File: src/rtl/pace_div_pkg.sv
// Shared definitions for the pace divider.
// Assumes: divisors below MIN_DIVISOR are never used as a period.
package pace_div_pkg;
    localparam int MIN_DIVISOR = 2;

    // Run-mode flags held by the mode controller
    typedef struct packed {
        logic run;      // counting enabled
        logic gate_en;  // external gate must be high to count
    } pd_mode_t;
endpackage

File: src/rtl/pd_gate_sync.sv
// Multi-stage synchronizer for the asynchronous external gate.
// Assumes: STAGES >= 2; output lags input by STAGES clock edges.
module pd_gate_sync #(
    parameter int STAGES = 2
) (
    input  logic clk,
    input  logic rst_n,
    input  logic async_in,
    output logic sync_out
);
    logic [STAGES-1:0] chain_q;

    // Shift the raw gate through the flop chain
    generate
        for (genvar s = 0; s < STAGES; s++) begin : g_stage
            if (s == 0) begin : g_first
                always_ff @(posedge clk) begin
                    if (!rst_n) chain_q[0] <= 1'b0;
                    else        chain_q[0] <= async_in;
                end
            end else begin : g_next
                always_ff @(posedge clk) begin
                    if (!rst_n) chain_q[s] <= 1'b0;
                    else        chain_q[s] <= chain_q[s-1];
                end
            end
        end
    endgenerate

    assign sync_out = chain_q[STAGES-1];
endmodule

File: src/rtl/pd_mode_ctrl.sv
// Holds run and gate-enable flags set and cleared by command strobes.
// Assumes: strobes are one clock wide; the "off" strobe wins a tie.
module pd_mode_ctrl
    import pace_div_pkg::*;
(
    input  logic     clk,
    input  logic     rst_n,
    input  logic     cmd_enable,
    input  logic     cmd_disable,
    input  logic     cmd_gate_on,
    input  logic     cmd_gate_off,
    output pd_mode_t mode_o
);
    pd_mode_t mode_q;

    // Update the flags; disable and gate-off take priority
    always_ff @(posedge clk) begin
        if (!rst_n) begin
            mode_q <= '0;
        end else begin
            if (cmd_disable)      mode_q.run <= 1'b0;
            else if (cmd_enable)  mode_q.run <= 1'b1;
            if (cmd_gate_off)     mode_q.gate_en <= 1'b0;
            else if (cmd_gate_on) mode_q.gate_en <= 1'b1;
        end
    end

    assign mode_o = mode_q;

    AST_DISABLE_WINS: assert property (@(posedge clk) disable iff (!rst_n)
        cmd_disable |=> !mode_o.run);
    AST_GATE_OFF_WINS: assert property (@(posedge clk) disable iff (!rst_n)
        cmd_gate_off |=> !mode_o.gate_en);
endmodule

File: src/rtl/pd_down_counter.sv
// Divide-by-N down counter with divisor store and zero pulse.
// Assumes: adv is a one-clock strobe; load beats clear beats adv.
module pd_down_counter
    import pace_div_pkg::*;
#(
    parameter int CNT_W = 24
) (
    input  logic             clk,
    input  logic             rst_n,
    input  logic             adv,
    input  logic             cmd_load,
    input  logic             cmd_clear,
    input  logic [CNT_W-1:0] div_in,
    output logic [CNT_W-1:0] count_o,
    output logic             pulse_o
);
    localparam logic [CNT_W-1:0] DIV_FLOOR = CNT_W'(MIN_DIVISOR);
    localparam logic [CNT_W-1:0] ONE       = CNT_W'(1);

    logic [CNT_W-1:0] div_q, count_q, div_clamped;
    logic             pulse_q;

    // Replace divisors that are too small by the floor value
    always_comb begin
        div_clamped = (div_in < DIV_FLOOR) ? DIV_FLOOR : div_in;
    end

    // Divisor store, count and zero pulse
    always_ff @(posedge clk) begin
        if (!rst_n) begin
            div_q   <= DIV_FLOOR;
            count_q <= DIV_FLOOR;
            pulse_q <= 1'b0;
        end else if (cmd_load) begin
            div_q   <= div_clamped;
            count_q <= div_clamped;
            pulse_q <= 1'b0;
        end else if (cmd_clear) begin
            count_q <= div_q;
            pulse_q <= 1'b0;
        end else if (adv) begin
            if (count_q == '0) begin
                count_q <= div_q - ONE;
                pulse_q <= 1'b0;
            end else begin
                count_q <= count_q - ONE;
                pulse_q <= (count_q == ONE);
            end
        end
    end

    assign count_o = count_q;
    assign pulse_o = pulse_q;

    AST_PULSE_AT_ZERO: assert property (@(posedge clk) disable iff (!rst_n)
        pulse_q |-> (count_q == '0));
    AST_PULSE_ONE_TICK: assert property (@(posedge clk) disable iff (!rst_n)
        (pulse_q && adv && !cmd_load && !cmd_clear) |=> !pulse_q);
    AST_RELOAD_AFTER_ZERO: assert property (@(posedge clk) disable iff (!rst_n)
        (adv && count_q == '0 && !cmd_load && !cmd_clear) |=> (count_q == $past(div_q) - ONE));
    AST_DIV_FLOOR: assert property (@(posedge clk) disable iff (!rst_n)
        div_q >= DIV_FLOOR);
    AST_HOLD_WITHOUT_TICK: assert property (@(posedge clk) disable iff (!rst_n)
        (!adv && !cmd_load && !cmd_clear) |=> ($stable(count_q) && $stable(pulse_q)));
    AST_CLEAR_RESTORES: assert property (@(posedge clk) disable iff (!rst_n)
        (cmd_clear && !cmd_load) |=> (count_q == $past(div_q) && !pulse_q));
endmodule

File: src/rtl/pace_divider.sv
// Top of the gated sample-pacing divider: tick select, gating,
// counter and latched count readback.
// Assumes: tick inputs are one-clock strobes in the clk domain;
// gate_in is asynchronous.
module pace_divider
    import pace_div_pkg::*;
#(
    parameter int CNT_W       = 24,
    parameter int SYNC_STAGES = 2
) (
    input  logic             clk,
    input  logic             rst_n,
    input  logic             tick_fast,
    input  logic             tick_slow,
    input  logic             rate_sel,
    input  logic [CNT_W-1:0] div_in,
    input  logic             cmd_load,
    input  logic             cmd_clear,
    input  logic             cmd_enable,
    input  logic             cmd_disable,
    input  logic             cmd_gate_on,
    input  logic             cmd_gate_off,
    input  logic             cmd_latch,
    input  logic             gate_in,
    output logic             pulse_out,
    output logic [CNT_W-1:0] count_rd
);
    pd_mode_t         mode;
    logic             gate_s, tick_sel, adv;
    logic [CNT_W-1:0] count_live, rd_q;

    pd_gate_sync #(.STAGES(SYNC_STAGES)) i_sync (
        .clk(clk), .rst_n(rst_n), .async_in(gate_in), .sync_out(gate_s)
    );

    pd_mode_ctrl i_mode (
        .clk(clk), .rst_n(rst_n),
        .cmd_enable(cmd_enable), .cmd_disable(cmd_disable),
        .cmd_gate_on(cmd_gate_on), .cmd_gate_off(cmd_gate_off),
        .mode_o(mode)
    );

    // Pick the count tick and qualify it with run and gate state
    always_comb begin
        tick_sel = rate_sel ? tick_slow : tick_fast;
        adv      = tick_sel && mode.run && (!mode.gate_en || gate_s);
    end

    pd_down_counter #(.CNT_W(CNT_W)) i_cnt (
        .clk(clk), .rst_n(rst_n), .adv(adv),
        .cmd_load(cmd_load), .cmd_clear(cmd_clear), .div_in(div_in),
        .count_o(count_live), .pulse_o(pulse_out)
    );

    // Capture the live count for readback on a latch strobe
    always_ff @(posedge clk) begin
        if (!rst_n)         rd_q <= '0;
        else if (cmd_latch) rd_q <= count_live;
    end

    assign count_rd = rd_q;

    AST_READ_STABLE: assert property (@(posedge clk) disable iff (!rst_n)
        !cmd_latch |=> $stable(count_rd));
    AST_READ_CAPTURE: assert property (@(posedge clk) disable iff (!rst_n)
        cmd_latch |=> (count_rd == $past(count_live)));
endmodule

File: config.mk
export PLATFORM = sky130hd
export DESIGN_NAME = pace_divider
export DESIGN_NICKNAME = d
export VERILOG_FILES = /design/src/rtl/pace_div_pkg.sv /design/src/rtl/pd_gate_sync.sv /design/src/rtl/pd_mode_ctrl.sv /design/src/rtl/pd_down_counter.sv /design/src/rtl/pace_divider.sv
export SDC_FILE = /design/constraint.sdc
export NUM_CORES = 1
export LEC_CHECK = 0
export ABC_AREA = 0
export BUFFER_PORTS_ARGS = -buffer_cell sky130_fd_sc_hd__clkbuf_2
export CAP_MARGIN = 5
export CORE_MARGIN = 2
export CORE_UTILIZATION = 60
export CTS_CLUSTER_DIAMETER = 40
export DETAILED_ROUTE_END_ITERATION = 16
export PLACE_DENSITY = 0.84
export SLEW_MARGIN = 20
export SYNTH_ARGS = -nofsm -noshare
export SYNTH_HDL_FRONTEND = slang
export SYNTH_HIERARCHICAL = 1
export SYNTH_SLANG_ARGS = --single-unit
File: constraint.sdc
create_clock -name clk -period 4.4 [get_ports clk]
set_clock_uncertainty 0.15 [all_clocks]
set_input_delay 1.1 -clock clk [delete_from_list [all_inputs] [get_ports clk]]
set_output_delay 1.1 -clock clk [all_outputs]
set_load 0.01 [all_outputs]
==> summary.txt <==
run status: finished clean
Core Rows: 31
Layout Cells excl Fill: 696
Setup-failing EPs final: 0
f_max: 0.316 GHz
vias in the first global route: 4061
Hold Slack: 310 ps
grt ovf: 0
Synth-to-Final Area Change: 10.2%
Worst EP required: 4560 ps
Clk pin slew, worst setup/hold paths: 80 ps
CP max FO: 22
layout cells sized above 1: 16.2%
largest net degree at the start of global routing: 53
DR WL/cell: 18.0 um
CORE AREA: 0.00733 mm2
busiest grt layer: met2
Post-Syn Nets: 592
initial antenna violation count: 0
filler cell count in the final layout: 588
first drt pass iteration count: 5
met3 Use GR: 5.56%
Die Ht: 91.3 um
diode count: 0
Max-Cap Viols: 0
CP startpoint kind: register
Worst Path Buf+Inv: 0
pre-CTS setup slack: 1020 ps
antenna-violating nets left: 0
Critical Path End Type: register
Nets: 633
TNS Setup: 0 ps
CTS root buf: clkbuf_8
crit path time final: 3160 ps
GRT Resource Usage Total: 30.3%
Final period util: 71.9%
yosys warns: 6
met1 global-route usage: 42.2%
CTS tree: done
M2 GR Usage: 45.7%
PwrDens: 325 mW/mm2
most frequent cells in the layout: dfxtp_1 (77), clkbuf_2 (61), nand2_1 (47)
Slew Limit Fails: 0
Yosys reg bits: 77
Post-Synthesis Cells: 551
Placed Cells: 680
CTS Hold Bufs: 0
CTS Buffer Depth: 2
post-CTS sizing: 0
register area share after synthesis: 33.7%
area of the mapped netlist: 0.00457 mm2
CTS Buf Count: 9
die area: 0.00834 mm2
fin util: 68.7%
placer congestion estimate: 0.927
# DRC: 0
RSZ-0062 raised after global routing: no
Post-synth top flop: dfxtp_1
Worst Hold Class: register to register
most common cell after layout, fill and taps aside: dfxtp_1
worst-margin pin slew: 912 ps
Post-synth EDFFs: 0
CTS sink cnt: 77
I/O Pins: 62
Buffers on Ports: 61
count of cell types in the netlist: 65
Iteration-0 DRC Markers: 555
Slowest cell on crit path: or4_1
WP data arrival: 3320 ps
H-tree depth: 3
first-pass GRT wire length: 20.3 mm
HPWL after DPL: 8.96 mm
vias per cell: 6.39
WS Path Type: register to register
Slew headroom: 39.2%
CP peak stage delay: 720 ps
postcts setup bufs: 0
die width: 91.3 um
Final Hold Viols: 0
peak supply drop: 0.181 mV
delay-heaviest family, CP: simple AND/OR/NAND/NOR gates
worst-path cell chain: or4_1 -> or4_4 -> nor2_4 -> nor2_1 -> a311oi_1 -> o221a_1
Pleak: 2.03 nW
mean post-synth cell area: 8.30 um2
Post-synth ARST share: 0%
WL final: 12.5 mm
clock latency at the later pin of the worst-skew pair: 370 ps
Final WS setup: 1240 ps
Initial Utilization: 62.4%
via count: 4450
[kinds of logic after synthesis]
kind of cell / after synthesis / share of synthesized area [%]
AND/OR/NAND/NOR: 222 / 26.7
AO/OA/AOI/OAI: 132 / 18.5
multiplexers: 41 / 9.03
XOR/XNOR: 33 / 6.32
adder cells (fa/ha/maj): 4 / 1.09
flip-flops: 77 / 33.7
buffers and inverters: 42 / 4.65
[worst reg2reg max path: stages, from the launching register on]
cell and delay (ps):
dfxtp_1 390, or4_1 720, or4_4 590, nor2_4 520
nor2_1 140, a311oi_1 370, o221a_1 230
[Yosys cell counts, types with 2 or more instances]
cell type  count  area (um2)
dfxtp_1       77        1540
nand2_1       47         176
o21ai_0       46         230
mux2i_1       39         390
nor2b_1       38         238
nor2_1        33         124
clkbuf_1      25        93.8
a21oi_1       24         120
nor3_1        22         110
xnor2_1       17         149
a21boi_0      16         120
nor4_1        16         100
xor2_1        16         140
nand3_1       12        60.1
nand2b_1       8        50.1
or3_1          8        50.1
inv_1          7        26.3
or4_1          7        52.6
a31oi_1        5        31.3
a22oi_1        4        30.0
ha_1           4        50.1
nand4_1        4        25.0
o211ai_1       4        30.0
o221ai_1       4        35.0
and2_1         3        18.8
buf_2          3        15.0
nor3b_1        3        22.5
nor4_2         3        37.5
o21a_1         3        22.5
o21ai_1        3        15.0
o311a_1        3        30.0
a211oi_1       2        15.0
and3_1         2        12.5
buf_1          2        7.51
buf_12         2        40.0
buf_6          2        22.5
mux2_2         2        22.5
nor3b_2        2        25.0
nor4b_1        2        17.5
o2bb2ai_1      2        17.5
o31ai_1        2        15.0
or2_2          2        12.5
or3b_2         2        17.5
or4b_2         2        20.0
[report_power, final]
part	internal, mW	switching, mW	leakage [nW]
clock network	0.276	0.264	0.0964
logic	0.124	0.174	1.30
registers	0.738	0.0588	0.634
total	1.14	0.497	2.03
[registers in the layout, indices dropped and copies added (netlist names)]
signal,count
count_rd,24
i_cnt/count_o,24
i_cnt/div_q,24
i_cnt/pulse_o,1
i_mode/mode_o,2
i_sync/chain_q,1
i_sync/sync_out,1
[metrics by stage]
step | total power, mW | instance area, um2
after floorplan | 1.01 | 4570
after global placement | 1.09 | 4850
after detailed placement | 1.10 | 4850
after CTS | 1.63 | 5040
after global routing | 1.70 | 5040
final | 1.64 | 5040
[worst paths after layout]
path,start,end,slack [ps],cells past startpoint
worst min-delay path,i_sync/chain_q[0],i_sync/sync_out,310,1
worst max register to register,i_cnt/count_o[4],i_cnt/count_o[9],1240,6
worst max-delay path,i_cnt/count_o[4],i_cnt/count_o[9],1240,6
worst min register to register,i_sync/chain_q[0],i_sync/sync_out,310,1
[layer usage]
layer	vias to the layer above	wire length (um)
met3	35	1420
met2	317	5420
met5	-	0
met1	2008	5280
li1	2090	-
met4	0	379
[final cells by class]
cell class,instances,area (um2),area share (%)
multi-input combinational,432,2820,55.9
sequential,77,1540,30.6
timing repair buffer,65,335,6.66
clock buffer,12,145,2.88
tap,99,124,2.46
clock inverter,4,47.5,0.944
inverter,7,26.3,0.521
(Power assumes the default switching activity.)
